File: src/rtl/ivc_pkg.sv
package ivc_pkg;

    localparam int NUM_HW    = 14;
    localparam int NUM_PULSE = 11;
    localparam int SLOT_W    = 5;
    localparam int SRC_W     = 4;
    localparam int SLOT_BRK  = 16;
    localparam logic [15:0] VEC_TOP = 16'hFFFC;

    typedef enum logic [SRC_W-1:0] {
        SRC_SRX   = 4'd0,
        SRC_STX   = 4'd1,
        SRC_INT0  = 4'd2,
        SRC_INT1  = 4'd3,
        SRC_KEY   = 4'd4,
        SRC_CNTR0 = 4'd5,
        SRC_CNTR1 = 4'd6,
        SRC_TMX   = 4'd7,
        SRC_TMY   = 4'd8,
        SRC_TMZ   = 4'd9,
        SRC_TMA   = 4'd10,
        SRC_SER2  = 4'd11,
        SRC_ADC   = 4'd12,
        SRC_TM1   = 4'd13
    } src_e;

    typedef enum logic [2:0] {
        RA_REQ_LO = 3'd0,
        RA_REQ_HI = 3'd1,
        RA_EN_LO  = 3'd2,
        RA_EN_HI  = 3'd3,
        RA_CTRL   = 3'd4,
        RA_MASK   = 3'd5
    } reg_addr_e;

    typedef struct packed {
        logic       key_off;
        logic [1:0] edge_rise;
    } ctrl_t;

    typedef struct packed {
        logic              valid;
        logic              is_brk;
        logic [SRC_W-1:0]  src;
        logic [SLOT_W-1:0] slot;
    } pick_t;

    function automatic logic [15:0] slot_vector(input logic [SLOT_W-1:0] slot);
        return VEC_TOP - {10'd0, slot, 1'b0};
    endfunction

    // On-chip pulses skip the three flags fed by the pin detectors.
    function automatic int pulse_to_flag(input int j);
        return (j < 2) ? j : j + 3;
    endfunction

endpackage

File: src/rtl/ivc_pin_edge.sv
module ivc_pin_edge #(
    parameter int SYNC_STAGES = 2
) (
    input  logic clk,
    input  logic rst,
    input  logic pin,
    input  logic rise_sel,
    output logic fire
);
    logic [SYNC_STAGES-1:0] sync_q;
    logic                   level;
    logic                   active;
    logic                   active_q;

    always_ff @(posedge clk) begin
        if (rst) begin
            sync_q   <= '1;
            active_q <= 1'b0;
        end else begin
            sync_q   <= {sync_q[SYNC_STAGES-2:0], pin};
            active_q <= active;
        end
    end

    assign level  = sync_q[SYNC_STAGES-1];
    // Polarity folded in before the edge: a select change can look like an edge.
    assign active = rise_sel ? level : ~level;
    assign fire   = active & ~active_q;

endmodule

File: src/rtl/ivc_key_detect.sv
module ivc_key_detect #(
    parameter int PORT_W      = 8,
    parameter int SYNC_STAGES = 2
) (
    input  logic              clk,
    input  logic              rst,
    input  logic [PORT_W-1:0] port_pin,
    input  logic [PORT_W-1:0] port_dir,
    input  logic              block,
    output logic              fire
);
    logic [SYNC_STAGES-1:0][PORT_W-1:0] sync_q;
    logic                               all_high;
    logic                               all_high_q;

    always_ff @(posedge clk) begin
        if (rst) sync_q[0] <= '1;
        else     sync_q[0] <= port_pin;
    end

    for (genvar s = 1; s < SYNC_STAGES; s++) begin : g_sync
        always_ff @(posedge clk) begin
            if (rst) sync_q[s] <= '1;
            else     sync_q[s] <= sync_q[s-1];
        end
    end

    // Output-mode pins are forced high so they never pull the AND down.
    assign all_high = &(sync_q[SYNC_STAGES-1] | port_dir);

    always_ff @(posedge clk) begin
        if (rst) all_high_q <= 1'b0;
        else     all_high_q <= all_high;
    end

    assign fire = all_high_q & ~all_high & ~block;

endmodule

File: src/rtl/ivc_priority.sv
module ivc_priority
    import ivc_pkg::*;
#(
    parameter int N = NUM_HW
) (
    input  logic [N-1:0] eligible,
    input  logic         brk,
    output pick_t        pick
);
    always_comb begin
        pick = '0;
        if (brk) begin
            pick.valid  = 1'b1;
            pick.is_brk = 1'b1;
            pick.slot   = SLOT_W'(SLOT_BRK);
        end
        // Descending scan: the last hit, i.e. the lowest index, wins.
        for (int i = N - 1; i >= 0; i--) begin
            if (eligible[i]) begin
                pick.valid  = 1'b1;
                pick.is_brk = 1'b0;
                pick.src    = SRC_W'(i);
                pick.slot   = SLOT_W'(i + 1);
            end
        end
    end

endmodule

File: src/rtl/irq_vector_ctrl.sv
module irq_vector_ctrl
    import ivc_pkg::*;
#(
    parameter int PORT_W      = 8,
    parameter int SYNC_STAGES = 2,
    parameter int N_EXT       = 2
) (
    input  logic                  clk,
    input  logic                  rst,
    input  logic [NUM_PULSE-1:0]  pulse_src,
    input  logic [N_EXT-1:0]      ext_pin,
    input  logic [PORT_W-1:0]     port_pin,
    input  logic [PORT_W-1:0]     port_dir,
    input  logic                  brk_req,
    input  logic                  reg_wr,
    input  logic [2:0]            reg_addr,
    input  logic [7:0]            reg_wdata,
    output logic [7:0]            reg_rdata,
    input  logic                  ack,
    output logic                  irq,
    output logic [15:0]           vector
);
    localparam int HI_W = NUM_HW - 8;

    logic [NUM_HW-1:0] req_q, req_d, en_q, keep, set, eligible;
    ctrl_t             ctrl_q;
    logic              mask_q;
    logic [N_EXT-1:0]  ext_fire;
    logic              key_fire;
    logic              accept;
    pick_t             pick;

    for (genvar g = 0; g < N_EXT; g++) begin : g_ext
        ivc_pin_edge #(.SYNC_STAGES(SYNC_STAGES)) u_pin (
            .clk      (clk),
            .rst      (rst),
            .pin      (ext_pin[g]),
            .rise_sel (ctrl_q.edge_rise[g]),
            .fire     (ext_fire[g])
        );
    end

    ivc_key_detect #(.PORT_W(PORT_W), .SYNC_STAGES(SYNC_STAGES)) u_key (
        .clk      (clk),
        .rst      (rst),
        .port_pin (port_pin),
        .port_dir (port_dir),
        .block    (ctrl_q.key_off),
        .fire     (key_fire)
    );

    always_comb begin
        set = '0;
        for (int j = 0; j < NUM_PULSE; j++) set[pulse_to_flag(j)] = pulse_src[j];
        set[SRC_INT0] = ext_fire[0];
        set[SRC_INT1] = ext_fire[1];
        set[SRC_KEY]  = key_fire;
    end

    assign eligible = mask_q ? '0 : (req_q & en_q);

    ivc_priority #(.N(NUM_HW)) u_pick (
        .eligible (eligible),
        .brk      (brk_req),
        .pick     (pick)
    );

    assign irq    = pick.valid;
    assign vector = pick.valid ? slot_vector(pick.slot) : 16'h0000;
    assign accept = ack & pick.valid;

    always_comb begin
        keep = '1;
        if (reg_wr && reg_addr == RA_REQ_LO) keep[7:0]      = reg_wdata;
        if (reg_wr && reg_addr == RA_REQ_HI) keep[NUM_HW-1:8] = reg_wdata[HI_W-1:0];
        if (accept && !pick.is_brk)          keep[pick.src] = 1'b0;
        // Events are OR-ed in last, so they win over any clear.
        req_d = (req_q & keep) | set;
    end

    always_ff @(posedge clk) begin
        if (rst) begin
            req_q  <= '0;
            en_q   <= '0;
            ctrl_q <= '0;
            mask_q <= 1'b1;
        end else begin
            req_q <= req_d;
            if (reg_wr && reg_addr == RA_EN_LO) en_q[7:0] <= reg_wdata;
            if (reg_wr && reg_addr == RA_EN_HI) en_q[NUM_HW-1:8] <= reg_wdata[HI_W-1:0];
            if (reg_wr && reg_addr == RA_CTRL) begin
                ctrl_q.key_off   <= reg_wdata[2];
                ctrl_q.edge_rise <= reg_wdata[1:0];
            end
            if (accept)                          mask_q <= 1'b1;
            else if (reg_wr && reg_addr == RA_MASK) mask_q <= reg_wdata[0];
        end
    end

    always_comb begin
        case (reg_addr_e'(reg_addr))
            RA_REQ_LO: reg_rdata = req_q[7:0];
            RA_REQ_HI: reg_rdata = {{(8-HI_W){1'b0}}, req_q[NUM_HW-1:8]};
            RA_EN_LO:  reg_rdata = en_q[7:0];
            RA_EN_HI:  reg_rdata = {{(8-HI_W){1'b0}}, en_q[NUM_HW-1:8]};
            RA_CTRL:   reg_rdata = {5'd0, ctrl_q};
            RA_MASK:   reg_rdata = {7'd0, mask_q};
            default:   reg_rdata = 8'h00;
        endcase
    end

endmodule

File: config.mk
export PLATFORM = sky130hd
export DESIGN_NAME = irq_vector_ctrl
export DESIGN_NICKNAME = d
export VERILOG_FILES = /design/src/rtl/ivc_pkg.sv /design/src/rtl/ivc_pin_edge.sv /design/src/rtl/ivc_key_detect.sv /design/src/rtl/ivc_priority.sv /design/src/rtl/irq_vector_ctrl.sv
export SDC_FILE = /design/constraint.sdc
export NUM_CORES = 1
export LEC_CHECK = 0
export BUFFER_PORTS_ARGS = -buffer_cell sky130_fd_sc_hd__clkbuf_2
export CAP_MARGIN = 40
export CORE_MARGIN = 2
export CORE_UTILIZATION = 45
export DETAILED_ROUTE_END_ITERATION = 8
export PLACE_DENSITY_LB_ADDON = 0.3
export SYNTH_ARGS = -nofsm -noshare
export SYNTH_HDL_FRONTEND = slang
export SYNTH_SLANG_ARGS = --single-unit
export TNS_END_PERCENT = 5
File: constraint.sdc
create_clock -name clk -period 6.4 [get_ports clk]
set_input_delay 0.64 -clock clk [delete_from_list [all_inputs] [get_ports clk]]
set_output_delay 0.64 -clock clk [all_outputs]
set_load 0.1 [all_outputs]
==> impl_results.md <==
- Outcome: finished, final reports clean
- Max Cap Viol: 0
- Vias: 2802
- GRT Overall Usage: 0.253
- Residual DRC: 0
- Combinational power share: 0.199
- Area grow syn2layout: 15.2%
- Clk pwr share: 0.284
- Initial antenna violation count: 0
- 1st-pass router iterations: 5
- Synth Cell Area: 0.00299 mm²
- Type of the worst min-delay path: reg2reg
- # rows: 29
- Die W: 85.5 µm
- Hpwl dp: 6860 µm
- Fillers: 634
- Post-CTS resize count: 0
- Initial Util: 0.467
- # clock sinks: 55
- Post-CTS Repair Setup Buffers: 0
- Grt met2 use: 0.408
- Worst EP required: 5.76 ns
- Slowest cell on crit path: clkbuf_2
- Gate Count Post-Synth: 348
- P_sw: 0.000238 W
- Reg area: 0.00110 mm²
- Crit share post-route: 0.564
- Synth unique cells: 59
- CP Launch Type: flip-flop
- Multi-input gate area: 0.00171 mm²
- Top-area cell type share of the netlist area: 0.369
- GRT Max-Usage Layer: met2
- Syn Nets: 394
- EDFF count, synth: 0
- Root Buffer: clkbuf_8
- WHS Path Cells: 1
- Core ar.: 0.00639 mm²
- Worst path most repeated cell: a21oi_1
- Hold-fix buffers at CTS: 0
- Inserted Diodes: 0
- Setup CP Type: reg2out
- Final hold slack: 0.417 ns
- Worst vdd ir: 145 µV
- Final hold violations: 0
- Post-synth top cells: dfxtp_1, nor2_1, mux2i_1, or2_2, o21ai_0
- P_leak: 1.45 nW
- Fmax: 277 MHz
- Setup TNS: 0 ns
- Clk_skew: 0.00476 ns
- CP Max Fanout: 29
- First-pass GRT wire length: 14200 µm
- Fraction of layout cells with a size suffix above 1: 0.294
- Clk buf depth: 2
- Max-slew violation count: 0
- Crit. End Element: output pin
- R2R depth: 5
- CTS tree: yes
- Met1 Use GR: 0.339
- Nets: 446
- Largest net degree at the start of global routing: 45
- Post-synth top area cell: dfxtp_1
- Avg Synthesized Cell Area: 8.58 µm²
- Count leader, synth: dfxtp_1
- Cell Pwr Density: 210 mW/mm²
- Seq/Total Area, Yosys: 0.369
- Number of global-route vias before repair: 2654
- Pint: 0.000482 W
- Drt via density: 5.86
- Switching Share: 0.331
- Dominant synthesized flop cell: dfxtp_1
- Clock period minus worst slack: 3.61 ns
- Global placement routability congestion: 0.951
- Clk Latency, worst-skew pair: 0.31 ns
- TritonCTS Buffers: 5
- Top Ports: 70
- Unrepaired setup endpoints after global routing: false
- Area contributors post-synth: dfxtp_1, mux2i_1, or2_2
- H-tree levels: 2
- Die area: 0.00730 mm²
- Crit path cell chain: buf_4 -> a21oi_1 -> a221oi_1 -> a31oi_1 -> a21oi_1 -> or2_2 -> ha_1 -> o211a_1 -> o21ai_0 -> clkbuf_2
- Post-synth ARST share: 0
- YS warnings: 0
- CTS clk-pin slew, worst paths: 0.10 ns
- Sequential share of power: 0.517
- Total Routed Length: 8940 µm
- Setup violators final: 0
- Remaining Overflow, GRT: 0
- Met3 Usage GRT: 0.0370
- #FFs+latches synth: 55
- CP arrival: 2.97 ns
- Initial drt markers: 221
- Port bufs: 68
- DRT antenna net count: 0
- Worst-Margin Slew: 0.786 ns
- Die Ht: 85.5 µm
- Crit-path max cell delay: 0.48 ns
- Rel. slew slack: 0.476
- Wire per inst: 18.7 µm
## worst max-delay path, delay by kind of cell, from the launching register on
kind	cells	cell delay [ns]
AOI/OAI and AO/OA	6	1.14
adders and majority gates	1	0.21
buffers and inverters	2	0.69
DFF	1	0.31
and+or+nand+nor	1	0.28
## power groups by stage
| stage | registers (W) | logic (W) | clock network, W |
|---|---|---|---|
| finish | 0.000373 | 0.000144 | 0.000204 |
| floorplan | 0.000376 | 0.000111 | 0 |
| detailed placement | 0.000380 | 0.000143 | 0 |
| global route | 0.000375 | 0.000152 | 0.000225 |
| CTS | 0.000372 | 0.000144 | 0.000211 |
| global placement | 0.000379 | 0.000141 | 0 |
## cells in the final DEF (no fill, tap or decap), drive strengths merged, types with 8 or more instances in the layout
cell and instances:
a21oi 10, mux2i 26, nor2 42, inv 16, dfxtp 55, clkbuf 73, nor3 8, o21ai 22
a221oi 11, nand2 16, or2 27
## per-stage QoR
step	setup WS [ns]	total power (W)	util	instances	instance area [µm²]
5_1_grt	2.62	0.000752	0.539	478	3440
2_1_floorplan	1.91	0.000486	-	348	2990
4_1_cts	2.81	0.000728	0.539	478	3440
6_report	2.79	0.000721	0.539	478	3440
3_5_place_dp	3.19	0.000524	0.524	470	3340
3_3_place_gp	3.17	0.000520	0.519	468	3310
## state kept, by name, summed over array words and instances (netlist names)
| name | cells |
|---|---|
| req_q | 14 |
| u_key.sync_q | 16 |
| g_ext.u_pin.sync_q | 4 |
| u_key.all_high_q | 1 |
| g_ext.u_pin.active_q | 2 |
| mask_q | 1 |
| ctrl_q | 3 |
| en_q | 14 |
## final cells by class
cell class,instances,area share
inverters,14,0.0153
well taps,77,0.0280
flip-flops and latches,55,0.320
repair buffers,72,0.112
clock inverters,3,0.00800
multi-input cells,252,0.496
clock buffers,5,0.0200
## layer usage
| metal | vias to the layer above | share of wire |
|---|---|---|
| met2 | 82 | 0.48 |
| met3 | 19 | 0.040 |
| met1 | 1340 | 0.45 |
| met4 | 0 | 0.028 |
| met5 | - | 0 |
| li1 | 1361 | - |
## logic make-up after synthesis
kind of cell             Yosys count  synth area share
AND/OR/NAND/NOR                  127             0.221
AO/OA/AOI/OAI                     90             0.218
buffers and inverters             41            0.0645
other                              1           0.00126
flip-flops                        55             0.369
XOR/XNOR                           3           0.00880
adder cells (fa/ha/maj)            1           0.00419
multiplexers                      30             0.114
## final timing paths
check | from | slack, ns | to
hold reg to reg | u_key.sync_q[4] | 0.42 | u_key.sync_q[12]
hold / removal | u_key.sync_q[4] | 0.42 | u_key.sync_q[12]
setup / recovery | mask_q | 2.79 | vector[5]
setup reg to reg | req_q[10] | 4.04 | req_q[7]
Power figures use the tool's default switching activity.
